File: config.mk
export PLATFORM = sky130hd
export DESIGN_NAME = eprom_rd_ctrl
export DESIGN_NICKNAME = d
export VERILOG_FILES = /design/src/rtl/eprom_rd_pkg.sv /design/src/rtl/eprom_rd_timer.sv /design/src/rtl/eprom_rd_park.sv /design/src/rtl/eprom_rd_capture.sv /design/src/rtl/eprom_rd_ctrl.sv
export SDC_FILE = /design/constraint.sdc
export NUM_CORES = 1
export LEC_CHECK = 0
export ABC_CLOCK_PERIOD_IN_PS = 1600
export BUFFER_PORTS_ARGS = -buffer_cell sky130_fd_sc_hd__buf_2
export CAP_MARGIN = 15
export CORE_MARGIN = 5
export CORE_UTILIZATION = 42
export DETAILED_ROUTE_END_ITERATION = 12
export GPL_TIMING_DRIVEN = 0
export PLACE_DENSITY = 0.78
export RECOVER_POWER = 50
export SLEW_MARGIN = 20
export SYNTH_ARGS = -nofsm -noshare
export SYNTH_HDL_FRONTEND = slang
export SYNTH_SLANG_ARGS = --single-unit
File: constraint.sdc
create_clock -name clk -period 1.6 [get_ports clk]
set_input_delay 0.24 -clock clk [delete_from_list [all_inputs] [get_ports clk]]
set_output_delay 0.24 -clock clk [all_outputs]
set_load 0.05 [all_outputs]
File: src/rtl/eprom_rd_pkg.sv
`timescale 1ns/1ps
package eprom_rd_pkg;

  typedef enum logic [1:0] {
    ST_IDLE   = 2'd0,
    ST_LEAD   = 2'd1,
    ST_STROBE = 2'd2,
    ST_FLOAT  = 2'd3
  } rd_state_e;

  // nanoseconds to whole clock cycles, rounded up, never below one
  function automatic int ns_to_cyc(input int ns, input int period);
    int r;
    r = (ns + period - 1) / period;
    if (r < 1) r = 1;
    return r;
  endfunction

endpackage

File: src/rtl/eprom_rd_timer.sv
`timescale 1ns/1ps
module eprom_rd_timer #(
  parameter int W = 3
) (
  input  logic         clk,
  input  logic         rst_n,
  input  logic         load,
  input  logic [W-1:0] load_val,
  output logic         done
);

  logic [W-1:0] cnt_q;

  always_ff @(posedge clk) begin
    if (!rst_n) begin
      cnt_q <= '0;
    end else if (load) begin
      cnt_q <= load_val;
    end else if (cnt_q != '0) begin
      cnt_q <= cnt_q - 1'b1;
    end
  end

  assign done = (cnt_q == '0);

endmodule

File: src/rtl/eprom_rd_park.sv
`timescale 1ns/1ps
module eprom_rd_park #(
  parameter int LIMIT = 4
) (
  input  logic clk,
  input  logic rst_n,
  input  logic run,
  output logic expire
);

  localparam int CW = $clog2(LIMIT + 1);

  logic [CW-1:0] cnt_q;

  assign expire = run && (cnt_q == CW'(LIMIT - 1));

  always_ff @(posedge clk) begin
    if (!rst_n) begin
      cnt_q <= '0;
    end else if (!run) begin
      cnt_q <= '0;
    end else if (!expire) begin
      cnt_q <= cnt_q + 1'b1;
    end
  end

endmodule

File: src/rtl/eprom_rd_capture.sv
`timescale 1ns/1ps
module eprom_rd_capture #(
  parameter int AW = 18,
  parameter int DW = 16
) (
  input  logic          clk,
  input  logic          rst_n,
  input  logic          addr_load,
  input  logic [AW-1:0] addr_in,
  input  logic          data_load,
  input  logic [DW-1:0] dq_in,
  output logic [AW-1:0] addr_out,
  output logic          word_valid,
  output logic [DW-1:0] word_out
);

  always_ff @(posedge clk) begin
    if (!rst_n) begin
      addr_out   <= '0;
      word_valid <= 1'b0;
      word_out   <= '0;
    end else begin
      word_valid <= data_load;
      if (addr_load) addr_out <= addr_in;
      if (data_load) word_out <= dq_in;
    end
  end

endmodule

File: src/rtl/eprom_rd_ctrl.sv
`timescale 1ns/1ps
module eprom_rd_ctrl
  import eprom_rd_pkg::*;
#(
  parameter int AW            = 18,
  parameter int DW            = 16,
  parameter int CLK_PERIOD_NS = 10,
  parameter int T_ADDR_NS     = 70,
  parameter int T_CE_NS       = 70,
  parameter int T_OE_NS       = 35,
  parameter int T_FLOAT_NS    = 30,
  parameter int PARK_IDLE_CYC = 4
) (
  input  logic          clk,
  input  logic          rst_n,
  input  logic          req_valid,
  output logic          req_ready,
  input  logic [AW-1:0] req_addr,
  output logic          rsp_valid,
  output logic [DW-1:0] rsp_data,
  output logic [AW-1:0] mem_addr,
  output logic          mem_ce_n,
  output logic          mem_oe_n,
  input  logic [DW-1:0] mem_dq
);

  localparam int ADDR_CYC  = ns_to_cyc(T_ADDR_NS, CLK_PERIOD_NS);
  localparam int CE_CYC    = ns_to_cyc(T_CE_NS, CLK_PERIOD_NS);
  localparam int OE_CYC    = ns_to_cyc(T_OE_NS, CLK_PERIOD_NS);
  localparam int FLT_CYC   = ns_to_cyc(T_FLOAT_NS, CLK_PERIOD_NS);
  localparam int ACC_CYC   = (ADDR_CYC > CE_CYC) ? ADDR_CYC : CE_CYC;
  localparam int LEAD_CYC  = (ACC_CYC > OE_CYC) ? (ACC_CYC - OE_CYC) : 1;
  localparam int MAX_A     = (LEAD_CYC > OE_CYC) ? LEAD_CYC : OE_CYC;
  localparam int TMR_MAX   = (MAX_A > FLT_CYC) ? MAX_A : FLT_CYC;
  localparam int TMR_W     = $clog2(TMR_MAX + 1);
  localparam int PARK_LIM  = (PARK_IDLE_CYC < 1) ? 1 : PARK_IDLE_CYC;

  rd_state_e        state_q;
  logic             ce_n_q;
  logic             oe_n_q;
  logic             accept;
  logic             tmr_load;
  logic [TMR_W-1:0] tmr_val;
  logic             tmr_done;
  logic             cap_load;
  logic             park_run;
  logic             park_expire;

  assign req_ready = (state_q == ST_IDLE);
  assign accept    = req_valid && req_ready;
  assign cap_load  = (state_q == ST_STROBE) && tmr_done;
  assign park_run  = (state_q == ST_IDLE) && !req_valid && !ce_n_q;
  assign mem_ce_n  = ce_n_q;
  assign mem_oe_n  = oe_n_q;

  // phase lengths loaded into the shared down-counter
  always_comb begin
    tmr_load = 1'b0;
    tmr_val  = '0;
    if (accept) begin
      tmr_load = 1'b1;
      tmr_val  = TMR_W'(LEAD_CYC - 1);
    end else if (state_q == ST_LEAD && tmr_done) begin
      tmr_load = 1'b1;
      tmr_val  = TMR_W'(OE_CYC - 1);
    end else if (state_q == ST_STROBE && tmr_done) begin
      tmr_load = 1'b1;
      tmr_val  = TMR_W'(FLT_CYC - 1);
    end
  end

  always_ff @(posedge clk) begin
    if (!rst_n) begin
      state_q <= ST_IDLE;
      ce_n_q  <= 1'b1;
      oe_n_q  <= 1'b1;
    end else begin
      unique case (state_q)
        ST_IDLE: begin
          if (accept) begin
            ce_n_q  <= 1'b0;
            state_q <= ST_LEAD;
          end else if (park_expire) begin
            ce_n_q  <= 1'b1;
          end
        end
        ST_LEAD: begin
          if (tmr_done) begin
            oe_n_q  <= 1'b0;
            state_q <= ST_STROBE;
          end
        end
        ST_STROBE: begin
          if (tmr_done) begin
            oe_n_q  <= 1'b1;
            state_q <= ST_FLOAT;
          end
        end
        ST_FLOAT: begin
          if (tmr_done) state_q <= ST_IDLE;
        end
        default: state_q <= ST_IDLE;
      endcase
    end
  end

  eprom_rd_timer #(.W(TMR_W)) u_timer (
    .clk      (clk),
    .rst_n    (rst_n),
    .load     (tmr_load),
    .load_val (tmr_val),
    .done     (tmr_done)
  );

  eprom_rd_park #(.LIMIT(PARK_LIM)) u_park (
    .clk    (clk),
    .rst_n  (rst_n),
    .run    (park_run),
    .expire (park_expire)
  );

  eprom_rd_capture #(.AW(AW), .DW(DW)) u_capture (
    .clk        (clk),
    .rst_n      (rst_n),
    .addr_load  (accept),
    .addr_in    (req_addr),
    .data_load  (cap_load),
    .dq_in      (mem_dq),
    .addr_out   (mem_addr),
    .word_valid (rsp_valid),
    .word_out   (rsp_data)
  );

endmodule

; Word level (Yosys, flattened, before mapping)
; Cells that the tools add are included.
[totals]
word_cells = 54
inputBits = 37
register_bits = 45
romBits = 0
output_inout_bits = 38
n_memories = 0
latch_bits = 0
ram_bits = 0
[op_classes]
n_bitwise = 0
muxes = 18
n_lt_le_gt_ge = 0
multipliers = 0
div = 0
reduce_logical = 18
eq_ne = 8
shift = 0
add_sub_neg = 2
[ops]
columns = cell, count
row1 = 2-to-1 mux 2 bit, 7
row2 = one-hot mux 2 bit (4 select lines), 1
row3 = 2-to-1 mux 1 bit, 7
row4 = logical AND 1 bit, 6
row5 = 2-to-1 mux 3 bit, 2
row6 = "!= test 2 bit, second input constant", 3
row7 = nonzero test 2 bit, 3
row8 = "equality test 2 bit, second input constant", 2
row9 = AND reduction 2 bit, 2
row10 = AND reduction 4 bit, 1
row11 = "adder 3 x 1 -> 3 bit, second input constant", 1
row12 = "equality test 3 x 2 -> 1 bit, second input constant", 1
row13 = zero test 3 bit, 1
row14 = AND reduction 3 bit, 1
row15 = nonzero test 3 bit, 1
row16 = "subtractor 3 x 1 -> 3 bit, second input constant", 1
row17 = "equality test 2 x 1 -> 1 bit, second input constant", 1
row18 = zero test 1 bit, 2
row19 = zero test 2 bit, 1
row20 = "!= test 2 x 1 -> 1 bit, second input constant", 1
row21 = one-hot mux 1 bit (2 select lines), 1

; Longest topological paths before layout
; Gate-level depths: netlist of run 1.
[logic_depth]
word_depth = 6
ltp_mapped = 7
mapped_depth_nobuf = 5

; Cells and area by module
; From an unflattened synthesis of run 1, not the netlist that was laid out.
[hier_totals]
cells_unflattened = 180
hier_area_um2 = 1961.9
[by_module_without_submodules]
columns = module, cells_per_inst, n_inst, area_each_um2, seq_area_each_um2
row1 = eprom_rd_capture, 111, 1, 1333.8, 700.7
row2 = eprom_rd_ctrl, 33, 1, 282.8, 80.1
row3 = eprom_rd_timer, 22, 1, 205.2, 60.1
row4 = eprom_rd_park, 14, 1, 140.1, 60.1

; Least setup slack after synthesis of run 1
; OpenSTA, ideal clock, no wires.
[synth_path]
path_type = register -> register
startpoint = register state_q[0]
endpoint = register u_capture.addr_out[10]
period_less_slack_ns = 1.737
arrival_time_ns = 1.615
n_path_buf = 1
required_ns = 1.477
setup_time_ns = 0.123
stages_incl_launch_ff = 7
path_slack_ns = -0.137
path_cell_list = dfxtp_1 inv_1 ha_1 nand2_1 clkbuf_1 nand2_1 a21boi_0
[synth_via]
elab_chain_len = 2
[synth_lines]
columns = item, line_no
row1 = start: declaration, eprom_rd_ctrl.sv:38  ; rd_state_e state_q;
row2 = start signal: assignment, eprom_rd_ctrl.sv:74  ; state_q <= ST_IDLE;
row3 = start signal: assignment, eprom_rd_ctrl.sv:82  ; state_q <= ST_LEAD;
row4 = start signal: assignment, eprom_rd_ctrl.sv:90  ; state_q <= ST_STROBE;
row5 = zero test 2 bit, eprom_rd_ctrl.sv:49  ; assign req_ready = (state_q == ST_IDLE);
row6 = via req_ready, eprom_rd_ctrl.sv:17  ; output logic req_ready,
row7 = logical AND 1 bit, eprom_rd_ctrl.sv:50  ; assign accept = req_valid && req_ready;
row8 = end signal: assignment, eprom_rd_capture.sv:24  ; if (addr_load) addr_out <= addr_in;
row9 = end: declaration, eprom_rd_capture.sv:12  ; output logic [AW-1:0] addr_out,
; The timed path passes the listed nets, and every way through them passes these cells.
; A chain may end at the register's enable or synchronous reset.

; Worst setup path after layout of run 1
[layout_path]
startpoint = register state_q[1]
endpoint = register state_q[0]
[layout_via]
elab_chain_len = 4
elab_cells_between_ends = 11
[layout_lines]
columns = item, line_no
row1 = zero test 2 bit, "eprom_rd_ctrl.sv:49, eprom_rd_ctrl.sv:78"
row2 = logical AND 1 bit, eprom_rd_ctrl.sv:50
row3 = != test 2 x 1 -> 1 bit (no line), --
row4 = AND reduction 4 bit (no line), --
; Parallel ways exist; a longest one is shown, timed or not.

==> results of run 1 <==
==> critical path, stage by stage, from the launching register on <==
cell	delay, ns
dfxtp_4	0.39
inv_4	0.05
ha_4	0.16
or3_4	0.36
a2111o_1	0.37
o211a_1	0.12
==> registers in the layout (all words and copies together), names as in the netlist <==
signal                cells
state_q                   2
u_capture.word_out       16
u_capture.addr_out       18
u_capture.word_valid      1
mem_oe_n                  1
mem_ce_n                  1
u_timer.cnt_q             3
u_park.cnt_q              3
==> worst paths after layout <==
kind / from / end / slack, ns / cells after the start
min: mem_dq[6] / u_capture.word_out[6] / 0.15 / 2
max: state_q[1] / state_q[0] / 0.04 / 5
max reg2reg: state_q[1] / state_q[0] / 0.04 / 5
min reg2reg: u_timer.cnt_q[0] / u_timer.cnt_q[0] / 0.44 / 1
==> layer usage <==
metal  up-vias  wire length, µm
li1        750                -
met1       662             1690
met2        50             1830
met3         5              352
met4         0               70
met5         -                0
==> through the flow <==
stage                     TNS, ns  std cells  hold slack (ns)  setup WS (ns)
after floorplan                 0        173            0.365        0.00324
after global placement      -1.04        296            0.444        -0.0840
after detailed placement    -1.50        296            0.453         -0.133
after CTS                       0        304            0.138        0.00850
after global routing            0        306            0.144        0.00153
final                           0        306            0.149         0.0388
==> placed cells by master, fill, tap and decap left out, types with 2 or more instances in the layout <==
master	n
a22o_1	16
ha_2	2
clkbuf_1	41
dfxtp_1	42
buf_4	4
nor2_1	4
ha_4	2
nor3_1	3
clkbuf_8	5
mux2i_1	3
a21oi_1	3
ha_1	5
nand2_1	40
inv_1	3
buf_2	36
dfxtp_4	2
clkbuf_2	3
a21boi_0	18
==> kinds of logic (layout without fill, tap and decap cells) <==
kind of cell	Yosys count	in the layout	share of synthesized area
and+or+nand+nor	56	56	0.139
xor gates and xnor gates	2	2	0.0102
DFF	45	45	0.524
buffers and inverters	14	97	0.0393
adders and majority gates	9	9	0.0655
AOI/OAI and AO/OA	44	44	0.205
muxes	3	3	0.0175
==> final cells by class <==
cell class | count | area (µm²) | share of cell area
plain buffers | 9 | 52.6 | 0.0229
clock buffers | 6 | 72.6 | 0.0316
clock inverters | 2 | 38.8 | 0.0169
inverters | 5 | 21.3 | 0.00926
multi-input cells | 114 | 805 | 0.350
flip-flops and latches | 45 | 910 | 0.396
well taps | 50 | 62.6 | 0.0272
repair buffers | 75 | 334 | 0.146
==> report_power, final <==
group	switching [mW]	internal, mW
Combinational	1.09	0.502
Clock	0.382	0.469
Sequential	0.132	1.34
Total	1.60	2.31
==> what timing repair did <==
action,in CTS,in global routing
setup endpoints to repair,21,20
gates resized for setup,13,6
buffers inserted,0,2
pin swaps,1,0
==> out/metrics.yaml, run 1 <==
gp_congestion: 0.733
htreeDepth: 2
drcViolationCount: 0
grt_pass1_wl_um: 6200
grt_pass1_vias: 1437
dr.pass1.iters: 4
cts.clk_slew.worst_paths_ns: 0.08
hold_viol: 0
grtUsageMet3: 0.0527
cts_tree: "built"
drv_cap: 0
yosysWarnings: 0
outcome: "completed"
track_usage: 0.147
port_buffers: 73
min-delay-path-class: "in -> reg"
post_drt_wl_per_cell_um: 12.9
routed_wirelength_um: 3940
leakagePower_nw: 0.972
final_net_count: 301
cts_root_buf: "clkbuf_8"
overflow: 0
ys_top_cells_by_count: "45 x dfxtp_1, 41 x nand2_1, 18 x a21boi_0, 16 x a22o_1, 9 x ha_1"
cts_buffers: 5
die_w_um: 74
rsz0062_at_grt: "false"
dpl.hpwl_um: 2920
diodes: 0
top_usage_layer: "met2"
clk_latency_ns: 0.30
fillers: 384
synth.net_count: 219
area_growth_syn_to_layout_pct: 33.5
netlist.area_leader.share: 0.524
pin_count: 75
cp-end-kind: "flop"
syn_area_mm2: 0.00172
slew_viol_final: 0
start_util: 0.430
final_core_util: 0.574
placed_cell_area_mm2: 0.00216
syn_area_per_cell_um2: 9.94
use_met2: 0.248
viasPerCell: 4.79
irDropWorstVdd_uv: 751
syn_inst: 173
synthArstFlopShare: 0
ys_seq_area_frac: 0.524
slew_headroom: 0.588
synth_edf_count: 0
cts_buffer_depth: 2
final_cell_area_mm2: 0.00230
max_freq_mhz: 641
skew_ns: 0.00664
cp.arrival_ns: 1.75
rows: 23
p_total_mw: 3.91
synth_cell_types: 29
hold_buffers: 0
drt_iter0_markers: 78
synth_ff_type: "dfxtp_1"
post-route-min-period_ns: 1.56
setup_viol: 0
ys_ff_latch: 45
period_share: 0.976
yosys-top-cells-area: "dfxtp_1 52%, nand2_1 8.9%, a22o_1 8.1%, a21boi_0 7.9%, ha_1 6.5%"
clock-sinks: 45
startpoint_type: "flop"
num_vias: 1467
drive_above_1_share: 0.262
crit_required_ns: 1.79
die_area_mm2: 0.00548
grt_max_degree: 15
core_mm2: 0.00400
power_density_mw_per_mm2: 1700
use_met1: 0.164
worst_slew_pin_slew_ns: 0.621
cp_max_fo: 4
yosys.cell_count.top_type: "dfxtp_1"
die_y_um: 74
detail-route-antenna-nets: 0
setup.worst_path.class: "reg -> reg"
synth.largest_area_cell: "dfxtp_1"
antenna_found_initial: 0
Power figures use the tool's default switching activity.
==> run 2: changes to the inputs <==
- ABC_AREA: unset -> 1
- PLACE_DENSITY: 0.78 -> 0.77
==> run 2 against run 1 <==
Worst setup slack improved by 0.058 ns. Largest cell class unchanged. Register-to-register slack improved by 0.13 ns. Hold slack got worse by 0.019 ns. Cell area is 1.9% lower. Fmax increased by 3.9%. Sequential power about the same. Power up 2.5%. Die area increased by 3.0%. Combinational power grew 15%. Via count grew 9.9%.
==> out/metrics.yaml, run 2 <==
track_usage: 0.139
drt_iter0_markers: 75
cp.arrival_ns: 1.26
crit_required_ns: 1.36
worst_slew_pin_slew_ns: 0.619
crit_chain: "inv_1 > ha_1 > buf_2"
top_regs: "u_capture.addr_out x18, u_capture.word_out x16"
leakagePower_nw: 1.10
grt_pass1_wl_um: 6010
syn_area_per_cell_um2: 7.77
synth_ff_type: "dfxtp_1"
hold_viol: 0
skew_ns: 0.00387
post-route-min-period_ns: 1.50
cp_top_family: "flip-flops"
antenna_found_initial: 0
cts_buffers: 5
pin_count: 75
htreeDepth: 2
final_cell_area_mm2: 0.00225
cp-end-kind: "primary output"
period_share: 0.939
clk_latency_ns: 0.29
irDropWorstVdd_uv: 516
syn_area_mm2: 0.00178
num_vias: 1612
mostFrequentLayoutCell: "nand2_1"
die_w_um: 75.1
setup_viol: 0
largest_reg_flops: 18
outcome: "completed"
stdcell_count: 360
diodes: 0
synth_edf_count: 0
cts.clk_slew.worst_paths_ns: 0.08
routed_wirelength_um: 3930
dr.pass1.iters: 5
drv_cap: 0
drive_above_1_share: 0.194
start_util: 0.438
slew_headroom: 0.589
yosys-top-cells-area: "dfxtp_1 51%, nand2_1 14%, nor2_1 9.7%, ha_1 6.3%, o21ai_0 6.2%"
core_mm2: 0.00406
overflow: 0
dpl.hpwl_um: 2930
yosysWarnings: 0
synth.net_count: 275
rows: 23
final_cell_mix: "66 x nand2_1, 45 x nor2_1, 45 x dfxtp_1, 38 x clkbuf_1, 37 x buf_2"
final_core_util: 0.555
regMostFlops: "u_capture.addr_out"
placed_cell_area_mm2: 0.00221
slew_viol_final: 0
yosys.cell_count.top_type: "nand2_1"
ys_ff_latch: 45
setup.worst_path.class: "reg -> out"
rsz0062_at_grt: "false"
die_area_mm2: 0.00564
worst_path_max_delay_cell: "dfxtp_1"
syn_inst: 229
dp.cells: 352
path_buf_inv: 2
area_growth_syn_to_layout_pct: 26.7
clock-sinks: 45
viasPerCell: 4.48
ys_seq_area_frac: 0.506
slowest_delay_ns: 0.40
ys_top_cells_by_count: "67 x nand2_1, 46 x nor2_1, 45 x dfxtp_1, 22 x o21ai_0, 12 x inv_1"
grt_pass1_vias: 1396
max_freq_mhz: 665
die_y_um: 75.1
synth.largest_area_cell: "dfxtp_1"
drcViolationCount: 0
power_density_mw_per_mm2: 1780
cp_max_fo: 4
synth_cell_types: 24
cts_buffer_depth: 2
detail-route-antenna-nets: 0
post_drt_wl_per_cell_um: 10.9
grt_max_degree: 15
setup_tns_ns: 0
synthArstFlopShare: 0
holdWs_ns: 0.130
cts_root_buf: "clkbuf_8"
final_net_count: 355
startpoint_type: "flop"
cts_tree: "built"
min-delay-path-class: "in -> reg"
port_buffers: 73
netlist.area_leader.share: 0.506
gp_congestion: 0.776
## run 2: cell count changes in the layout (fill, tap and decap cells not counted), moves of 9 or more
cell,previous run,this run
nor2_1,4,45
nand2_1,40,66
o21ai_0,1,22
a21boi_0,18,0
a22o_1,16,0
inv_1,3,12
## run 2: logic make-up after synthesis
logic type | count (synthesis) | synth area share
compound gates | 27 | 0.0788
xor+xnor | 1 | 0.00492
fa+ha+maj | 9 | 0.0633
buf+inv | 24 | 0.0696
flops | 45 | 0.506
simple gates | 123 | 0.277
## run 2: what timing repair did
item | 4_1_cts | 5_1_grt
setup endpoints to repair | 0 | 12
resized for setup | 0 | 4
setup buffers | 0 | 0
hold buffers | 0 | 0
endpoints found under the hold margin | 0 | 0
## run 2: worst paths after layout
kind	slack (ns)	start	cells past startpoint	endpoint
worst min register to register	0.45	u_capture.word_out[12]	2	u_capture.word_out[12]
worst max-delay path	0.1	state_q[0]	3	req_ready
worst min-delay path	0.13	mem_dq[5]	3	u_capture.word_out[5]
worst max register to register	0.17	state_q[0]	7	state_q[1]
## run 2: per-layer routing
layer	wire [µm]	vias up	GRT usage
met5	0	-	0
met4	61	0	0.0593
met3	267	4	0.0467
met2	1980	33	0.233
met1	1610	704	0.162
li1	-	871	-
## run 2: worst reg2reg max path, stage by stage (launching register included)
cell,delay (ns)
dfxtp_1,0.40
inv_1,0.10
ha_1,0.28
nor2_2,0.20
nand2_1,0.09
a21oi_1,0.17
nor2_1,0.06
nor2_1,0.07
## run 2: cell type report
class / instances / area (µm²)
sequential: 45 / 901
fill: 422 / 1800
timing repair buffer: 73 / 319
buffer: 8 / 62.6
multi-input combinational: 160 / 759
inverter: 16 / 62.6
clock inverter: 3 / 17.5
tap: 50 / 62.6
clock buffer: 5 / 68.8
## run 2: report_power, final
part | leakage [nW] | switching [mW] | internal, mW
Clock | 0.0439 | 0.368 | 0.301
Sequential | 0.369 | 0.138 | 1.36
Combinational | 0.685 | 1.38 | 0.455
## run 2: through the flow
step | setup WS (ns) | total power, mW
5_1_grt | 0.00808 | 4.30
4_1_cts | 0.0517 | 4.08
3_3_place_gp | 0.140 | 3.37
6_report | 0.0969 | 4.01
2_1_floorplan | 0.134 | 3.00
3_5_place_dp | 0.0774 | 3.40
